===== src/rtl/wdog_pkg.sv =====
package wdog_pkg;
  localparam logic [7:0] OFF_TIMER = 8'h14;
  localparam logic [7:0] OFF_CTRL  = 8'h18;
  localparam logic [7:0] OFF_KEY   = 8'h1C;
  localparam logic [7:0] OFF_STAT  = 8'h20;

  localparam int STAT_PEND = 3;
  localparam int STAT_WARM = 4;

  localparam logic [15:0] UNLOCK_KEY = 16'h482E;

  // Field order matches control register bits 2..0
  typedef struct packed {
    logic cnt_en;
    logic irq_en;
    logic rst_en;
  } ctrl_t;
endpackage


===== src/rtl/wdog_counter.sv =====
module wdog_counter #(
  parameter int CNT_W = 32
) (
  input  logic             clk,
  input  logic             rst_n,
  input  logic             load,
  input  logic [CNT_W-1:0] load_val,
  input  logic             run,
  output logic [CNT_W-1:0] count,
  output logic             expire
);
  localparam logic [CNT_W-1:0] ONE = CNT_W'(1);

  always_ff @(posedge clk or negedge rst_n) begin
    if (!rst_n)                  count <= '0;
    else if (load)               count <= load_val;
    else if (run && count != '0) count <= count - ONE;
  end

  // Expiry is the step from one to zero; a load in the same cycle wins
  assign expire = run && !load && (count == ONE);
endmodule


===== src/rtl/wdog_pulse.sv =====
module wdog_pulse #(
  parameter int LEN = 16
) (
  input  logic clk,
  input  logic rst_n,
  input  logic start,
  output logic active
);
  localparam int W = $clog2(LEN + 1);
  logic [W-1:0] left;

  always_ff @(posedge clk or negedge rst_n) begin
    if (!rst_n)            left <= '0;
    else if (start)        left <= W'(LEN);
    else if (left != '0)   left <= left - W'(1);
  end

  assign active = (left != '0);
endmodule


===== src/rtl/wdog_regs.sv =====
module wdog_regs
  import wdog_pkg::*;
#(
  parameter int ADDR_W = 8,
  parameter int DATA_W = 32,
  parameter int CNT_W  = 32,
  parameter int KEY_W  = 16
) (
  input  logic              clk,
  input  logic              por_n,
  input  logic              rst_n,
  input  logic [ADDR_W-1:0] addr,
  input  logic [DATA_W-1:0] wdata,
  input  logic              we,
  input  logic              expire,
  input  logic [CNT_W-1:0]  count,
  output ctrl_t             ctrl,
  output logic              load_en,
  output logic              unlocked,
  output logic              pending,
  output logic              warm,
  output logic [DATA_W-1:0] rdata
);
  logic [KEY_W-1:0] key_q;
  logic sel_timer, sel_ctrl, sel_key, sel_stat;
  logic unused_hi;

  assign unused_hi = ^wdata[DATA_W-1:KEY_W];

  assign sel_timer = (addr == ADDR_W'(OFF_TIMER));
  assign sel_ctrl  = (addr == ADDR_W'(OFF_CTRL));
  assign sel_key   = (addr == ADDR_W'(OFF_KEY));
  assign sel_stat  = (addr == ADDR_W'(OFF_STAT));

  assign unlocked = (key_q == KEY_W'(UNLOCK_KEY));
  assign load_en  = we && sel_timer && unlocked;

  always_ff @(posedge clk or negedge rst_n) begin
    if (!rst_n) begin
      key_q   <= '0;
      ctrl    <= '0;
      pending <= 1'b0;
    end else begin
      if (we && sel_key)              key_q <= wdata[KEY_W-1:0];
      if (we && sel_ctrl && unlocked) ctrl  <= ctrl_t'(wdata[2:0]);
      if (expire)                                     pending <= 1'b1;
      else if (we && sel_stat && wdata[STAT_PEND])    pending <= 1'b0;
    end
  end

  // Warm-reset flag lives in the power-on domain only
  always_ff @(posedge clk or negedge por_n) begin
    if (!por_n)                                    warm <= 1'b0;
    else if (expire && ctrl.rst_en)                warm <= 1'b1;
    else if (we && sel_stat && wdata[STAT_WARM])   warm <= 1'b0;
  end

  always_comb begin
    rdata = '0;
    if (sel_timer)     rdata = DATA_W'(count);
    else if (sel_ctrl) rdata = DATA_W'(ctrl);
    else if (sel_key)  rdata = DATA_W'(key_q);
    else if (sel_stat) begin
      rdata[STAT_PEND] = pending;
      rdata[STAT_WARM] = warm;
    end
  end
endmodule


===== src/rtl/wdog_keyed.sv =====
module wdog_keyed
  import wdog_pkg::*;
#(
  parameter int ADDR_W    = 8,
  parameter int CNT_W     = 32,
  parameter int RST_PULSE = 16
) (
  input  logic              clk,
  input  logic              por_n,
  input  logic              sys_rst_n,
  input  logic [ADDR_W-1:0] bus_addr,
  input  logic [31:0]       bus_wdata,
  input  logic              bus_we,
  output logic [31:0]       bus_rdata,
  output logic              rst_req,
  output logic              irq
);
  localparam int DATA_W = 32;

  logic             soft_rst_n;
  ctrl_t            ctrl_q;
  logic             load_en, unlocked, pending, warm, expire;
  logic [CNT_W-1:0] cnt_q;

  assign soft_rst_n = por_n & sys_rst_n;

  wdog_regs #(
    .ADDR_W(ADDR_W), .DATA_W(DATA_W), .CNT_W(CNT_W), .KEY_W(16)
  ) u_regs (
    .clk(clk), .por_n(por_n), .rst_n(soft_rst_n),
    .addr(bus_addr), .wdata(bus_wdata), .we(bus_we),
    .expire(expire), .count(cnt_q),
    .ctrl(ctrl_q), .load_en(load_en), .unlocked(unlocked),
    .pending(pending), .warm(warm), .rdata(bus_rdata)
  );

  wdog_counter #(.CNT_W(CNT_W)) u_cnt (
    .clk(clk), .rst_n(soft_rst_n),
    .load(load_en), .load_val(bus_wdata[CNT_W-1:0]),
    .run(ctrl_q.cnt_en), .count(cnt_q), .expire(expire)
  );

  wdog_pulse #(.LEN(RST_PULSE)) u_pulse (
    .clk(clk), .rst_n(soft_rst_n),
    .start(expire && ctrl_q.rst_en), .active(rst_req)
  );

  assign irq = pending & ctrl_q.irq_en;
endmodule


===== config.mk =====
export PLATFORM = sky130hd
export DESIGN_NAME = wdog_keyed
export DESIGN_NICKNAME = d
export VERILOG_FILES = /design/src/rtl/wdog_pkg.sv /design/src/rtl/wdog_counter.sv /design/src/rtl/wdog_pulse.sv /design/src/rtl/wdog_regs.sv /design/src/rtl/wdog_keyed.sv
export SDC_FILE = /design/constraint.sdc
export NUM_CORES = 1
export LEC_CHECK = 0
export BUFFER_PORTS_ARGS = -buffer_cell sky130_fd_sc_hd__buf_2
export CAP_MARGIN = 20
export CORE_MARGIN = 2
export CORE_UTILIZATION = 58
export CTS_CLUSTER_DIAMETER = 100
export DETAILED_ROUTE_END_ITERATION = 8
export PLACE_DENSITY_LB_ADDON = 0.12
export SYNTH_ARGS = -nofsm -noshare
export SYNTH_HDL_FRONTEND = slang
export SYNTH_SLANG_ARGS = --single-unit

===== constraint.sdc =====
create_clock -name clk -period 4.9 [get_ports clk]
set_clock_uncertainty 0.2 [all_clocks]
set_input_delay 0.98 -clock clk [delete_from_list [all_inputs] [get_ports clk]]
set_output_delay 0.98 -clock clk [all_outputs]
set_load 0.005 [all_outputs]

* Yosys cells after proc, flatten, opt, wreduce, memory -nomap -nowiden *
Index checks and enable logic that the tools add are counted.

operators by class
  bitwise logic cells = 2
  multiplexer cells = 14
  $add $sub $neg = 2
  eq/ne operators = 6
  reduce and logical (&&, ||, !) cells = 19

operators with widths
  kind                                                                   number
  32-bit 2-to-1 mux                                                      4
  32-bit by 1-bit == test with 1-bit output (second input constant)      1
  32-bit nonzero test                                                    1
  32-bit by 1-bit subtractor with 32-bit output (second input constant)  1
  8-bit by 5-bit == test with 1-bit output (second input constant)       3
  16-bit by 15-bit == test with 1-bit output (second input constant)     1
  1-bit logical AND                                                      12
  11-bit 2-to-1 mux                                                      1
  5-bit 2-to-1 mux                                                       2
  8-bit by 6-bit == test with 1-bit output (second input constant)       1
  2-bit nonzero test                                                     4
  5-bit nonzero test                                                     1
  5-bit by 1-bit subtractor with 5-bit output (second input constant)    1
  1-bit 2-to-1 mux                                                       4
  2-bit 2-to-1 mux                                                       2
  3-bit 2-to-1 mux                                                       1
  1-bit bitwise AND                                                      2
  1-bit zero test                                                        1

storage, ports and cells
  register bits = 58
  bits of input ports = 44
  logic and storage cells = 51
  output and inout port bits = 34

* Depth between registers and ports, before layout *
  depth after elaboration = 8
  depth in mapped cells = 8
  depth with buffers taken out = 7

* By module *
Synthesis repeated with hierarchy kept, for this count alone.

second synthesis, totals
  cells, all modules = 389
  area, all modules = 3626.0 um2

by module, submodules not included
  module        times used  area an instance (um2)  cells each
  wdog_counter  1           2009.4                  236
  wdog_regs     1           1336.3                  125
  wdog_pulse    1           261.5                   25
  wdog_keyed    1           18.8                    3

* Worst setup path before layout *
No wires, ideal clock.

  path kind = input -> output
  start = in bus_addr[1]
  end = out bus_rdata[10]
  path buffers = 1
  cell stages on the path = 5
  data arrival time = 2692 ps
  data required time = 3720 ps
  setup slack = 1028 ps
  cells stage by stage = or4_4 > nor3b_1 > and3_1 > clkbuf_1 > a22o_1

between the ends
  longest elaborated chain between the ends = 4
  elaborated cells between the ends (all ways) = 6

RTL lines
  element                                   line              text
  start, declared                           wdog_keyed.sv:11  input logic [ADDR_W-1:0] bus_addr,
  8-bit by 5-bit == test with 1-bit output  wdog_regs.sv:32   assign sel_key = (addr == ADDR_W'(OFF_KEY));
  11-bit 2-to-1 mux                         wdog_regs.sv:62   else if (sel_key) rdata = DATA_W'(key_q);
  32-bit 2-to-1 mux                         wdog_regs.sv:61   else if (sel_ctrl) rdata = DATA_W'(ctrl);
  32-bit 2-to-1 mux (*)                     wdog_regs.sv:60   if (sel_timer) rdata = DATA_W'(count);
  end, declared                             wdog_keyed.sv:14  output logic [31:0] bus_rdata,

Every way passes the cells marked *; elsewhere a longest branch is shown, timed or not.

* Worst setup path after layout *
  start = in bus_addr[1]
  end = out bus_rdata[14]

Same word-level chain as after synthesis.

==> metrics.md <==
| Metric | Value |
|---|---|
| Max capacitance violation total | 0 |
| Leakage | 1.84 nW |
| Syn. warnings | 0 |
| TritonCTS sink count | between 50 and 60 |
| Outcome | finished, final reports clean |
| Cell type with the largest total area after synthesis | sky130_fd_sc_hd__dfrtp_1 |
| Net switching power figure | ~220 uW |
| Instance count of the mapped netlist | 358 |
| Diode count | 0 |
| Final Max Tran Viols | 0 |
| Buffers on Ports | between 70 and 80 |
| Pin slew with the least headroom to its limit | 0.947 ns |
| Number of instances resized during post-cts repair | 0 |
| Initial antenna violation count | 0 |
| Pre-antenna DRT Iters | 4 |
| Layout-stage area growth over the synthesis result | 18.9% |
| Cell area after synthesis | between 0.003 and 0.004 mm^2 |
| Horizontal extent of the die | 80.0 um |
| Number of hold violations in the final report | 0 |
| GRT Residual Overflow | 0 |
| Area share of the leading cell type in the synthesized netlist | 43.3% |
| Critical path's top delay family | simple AND/OR/NAND/NOR gates |
| Final weighted congestion in routability-driven placement | between 0.8 and 0.9 |
| FFs w/ async S/R, synth | 100% |
| First-pass GRT wire length | between 10 and 15 mm |
| Post-route clock period utilization | 82.4% |
| Slew margin rel. | a little over a third |
| Buffer cell driving the clock tree root | sky130_fd_sc_hd__clkbuf_8 |
| Starting utilization of the core area | roughly three fifths |
| Number of hold-repair buffers added at the cts stage | 0 |
| Synth area leaders | sky130_fd_sc_hd__dfrtp_1 43%, sky130_fd_sc_hd__mux2_2 7.7%, sky130_fd_sc_hd__xnor2_1 6.8% |
| Fillers | 456 |
| Maximum clock frequency | about 250 MHz |
| CP bufs+invs | 3 |
| FF+latch count, synth | 58 |
| Setup slack of the critical path after layout | around 0.86 ns |
| Vertical extent of the die | roughly 80 um |
| Setup repair after global routing missed its margin | no |
| Hold Worst Slack | 0.205 ns |
| Share of the yosys chip area belonging to registers | 43.3% |
| Worst endpoint required time | roughly 3.7 ns |
| Pin count of the biggest net entering global routing | 64 |
| Vias per cell | ~5.7 |
| Post-CTS clock slew at the launch and capture registers of the worst setup and hold paths | approximately 0.07 ns |
| Clock buffers created by TritonCTS | 9 |
| Final Net Count | about 480 |
| Slowest cell on the critical path | sky130_fd_sc_hd__or4_4 |
| Half-perimeter wire length after placement | 5.65 mm |
| Layout cells sized above 1 | between 20 and 30% |
| Sw frac | 23.3% |
| Average wire per standard cell | 15.2 um |
| Buffers inserted during post-CTS setup optimization | 0 |
| H-tree level count | 3 |
| Number of synthesized flops with an enable pin | 0 |
| Worst slack after detailed placement | 0.898 ns |
| Final count of negative-setup-slack endpoints | 0 |
| Crit path max fanout | 18 |
| Arr. time, crit path | 2.86 ns |
| Count of vias placed by the detailed router | between 2000 and 3000 |
| Clk buf depth | 2 |
| Maximum single-stage delay on the critical path | 0.53 ns |
| DIE AREA | between 0.006 and 0.007 mm^2 |
| Remaining number of nets flagged by the antenna check after routing | 0 |
| Crit path top cell by count | sky130_fd_sc_hd__buf_2 |
| End-of-flow core utilization | a little under three quarters |
| Cell row count | 27 |
| Global router's overall resource usage | about a quarter |
| Path category of the worst min-delay check | primary input to async pin |
| Worst Setup Path Type | primary input to output port |
| Power Dens Cells | 242 mW/mm^2 |
| Detailed router's first-iteration violation count | about 180 |
| Proportion of power drawn by flip-flops and latches | between 50 and 60% |
| Clock network latency to the later pin of the worst-skew pair | 0.34 ns |
| Core ar. | approximately 0.0055 mm^2 |
| Net Count, Synth | 406 |
| Cell-internal power | around 740 uW |
| Syn_area_per_cell | between 9 and 10 um^2 |
| Main synth FF type | sky130_fd_sc_hd__dfrtp_1 |
| Number of global-route vias before repair | approximately 2700 |
| Total Routed Length | 7.77 mm |
| Total I/O pin count | between 70 and 80 |
| Logic pwr share | 5.2% |
| Synth cell types | 41 |
| Setup Total Neg Slack | 0 ns |
| Residual DRC count | 0 |
| Clock network fraction of total power | 44.0% |
| Fin crit period | about 4 ns |
| Ordered list of cells on the worst path | buf_2 > or4_4 > nor3b_1 > buf_4 > and3_1 > a22o_1 > buf_2 |
| Worst voltage drop across the vdd grid | ~0.17 mV |
| Worst setup SP type | primary input |
| TritonCTS clock tree | built |
| Type of destination of the critical path | output port |
[worst paths after layout]
| kind | slack, ns | start | endpoint | cells past startpoint |
|---|---|---|---|---|
| worst max-delay path | 0.86 | bus_addr[1] | bus_rdata[14] | 7 |
| worst min-delay path | 0.21 | por_n | u_regs.warm$_DFFE_PN0P_ | 1 |
| worst max register to register | 2.01 | u_cnt.count[4]$_DFFE_PN0P_ | u_cnt.count[25]$_DFFE_PN0P_ | 6 |
| worst min register to register | 0.30 | u_regs.warm$_DFFE_PN0P_ | u_regs.warm$_DFFE_PN0P_ | 1 |
| max in group asynchronous | 3.05 | por_n | u_cnt.count[2]$_DFFE_PN0P_ | 3 |
| min in group clk | 0.30 | u_regs.warm$_DFFE_PN0P_ | u_regs.warm$_DFFE_PN0P_ | 1 |
[metal layers]
metal  wire length [um]  track usage (%)  vias up
li1                   -                -     1442
met1               3620             35.4     1390
met2               3720             41.5       71
met3                351             4.19        8
met4                 84             9.15        0
met5                  0                0        -
[cell usage in the layout, fill, tap and decap left out, drive strengths merged, types with 5 or more instances in the layout]
cell type / count
buf: 82
dfrtp: 58
nor2: 51
a21oi: 34
xnor2: 26
mux2: 23
and3: 21
nor3: 21
nand2: 13
a22o: 11
nor4: 11
clkbuf: 11
nand3: 7
inv: 5
nand4: 5
[cell type report]
type	instances	area [um^2]	share of cell area, %
tap	72	90.1	2.26
clock inverter	6	57.6	1.44
clock buffer	10	128	3.20
timing repair buffer	83	430	10.8
inverter	5	18.8	0.471
sequential	58	1450	36.4
multi-input combinational	276	1810	45.4
[Yosys cell counts, types with 2 or more instances]
cell type and instances:
sky130_fd_sc_hd__dfrtp_1 58, sky130_fd_sc_hd__nor2_1 51, sky130_fd_sc_hd__a21oi_1 34, sky130_fd_sc_hd__xnor2_1 26
sky130_fd_sc_hd__mux2_2 23, sky130_fd_sc_hd__and3_1 21, sky130_fd_sc_hd__nor3_1 21, sky130_fd_sc_hd__clkbuf_1 17
sky130_fd_sc_hd__nand2_1 13, sky130_fd_sc_hd__a22o_1 11, sky130_fd_sc_hd__nor4_1 11, sky130_fd_sc_hd__nand3_1 7
sky130_fd_sc_hd__inv_1 5, sky130_fd_sc_hd__nand4_1 5, sky130_fd_sc_hd__ha_1 4, sky130_fd_sc_hd__nand2b_1 4
sky130_fd_sc_hd__nor4b_1 4, sky130_fd_sc_hd__or3_1 4, sky130_fd_sc_hd__xor2_1 4, sky130_fd_sc_hd__a22oi_1 3
sky130_fd_sc_hd__mux2i_1 3, sky130_fd_sc_hd__a21o_1 2, sky130_fd_sc_hd__and2_1 2, sky130_fd_sc_hd__nand4b_1 2
sky130_fd_sc_hd__nor3b_1 2, sky130_fd_sc_hd__o21ai_0 2, sky130_fd_sc_hd__o41ai_1 2, sky130_fd_sc_hd__or3b_1 2
sky130_fd_sc_hd__or4_1 2, sky130_fd_sc_hd__or4_4 2
[registers in the layout (all words and copies together), names as in the netlist]
signal / flops
u_pulse.left: 5
u_regs.warm: 1
u_cnt.count: 32
u_regs.ctrl: 3
u_regs.key_q: 16
u_regs.pending: 1
[metrics by stage]
step | total power, mW | instance area (um^2) | cells
after global routing | 1.00 | 3990 | 510
after floorplan | 0.521 | 3350 | 358
after global placement | 0.548 | 3790 | 493
final | 0.965 | 3990 | 510
after detailed placement | 0.549 | 3790 | 493
after CTS | 0.970 | 3980 | 509
[power groups by stage]
stage	clock (mW)	combinational, mW	sequential (mW)
after floorplan	0	0.0234	0.497
after global placement	0	0.0491	0.499
after detailed placement	0	0.0505	0.499
after CTS	0.429	0.0507	0.490
after global routing	0.455	0.0560	0.490
final	0.425	0.0502	0.490
[cells by family after synthesis]
group / synth area share (%)
and+or+nand+nor: 25.2
AOI/OAI and AO/OA: 10.6
adders and majority gates: 1.49
muxes: 8.63
buffers and inverters: 2.95
DFF: 43.3
xor gates and xnor gates: 7.84
Power figures use the tool's default switching activity.
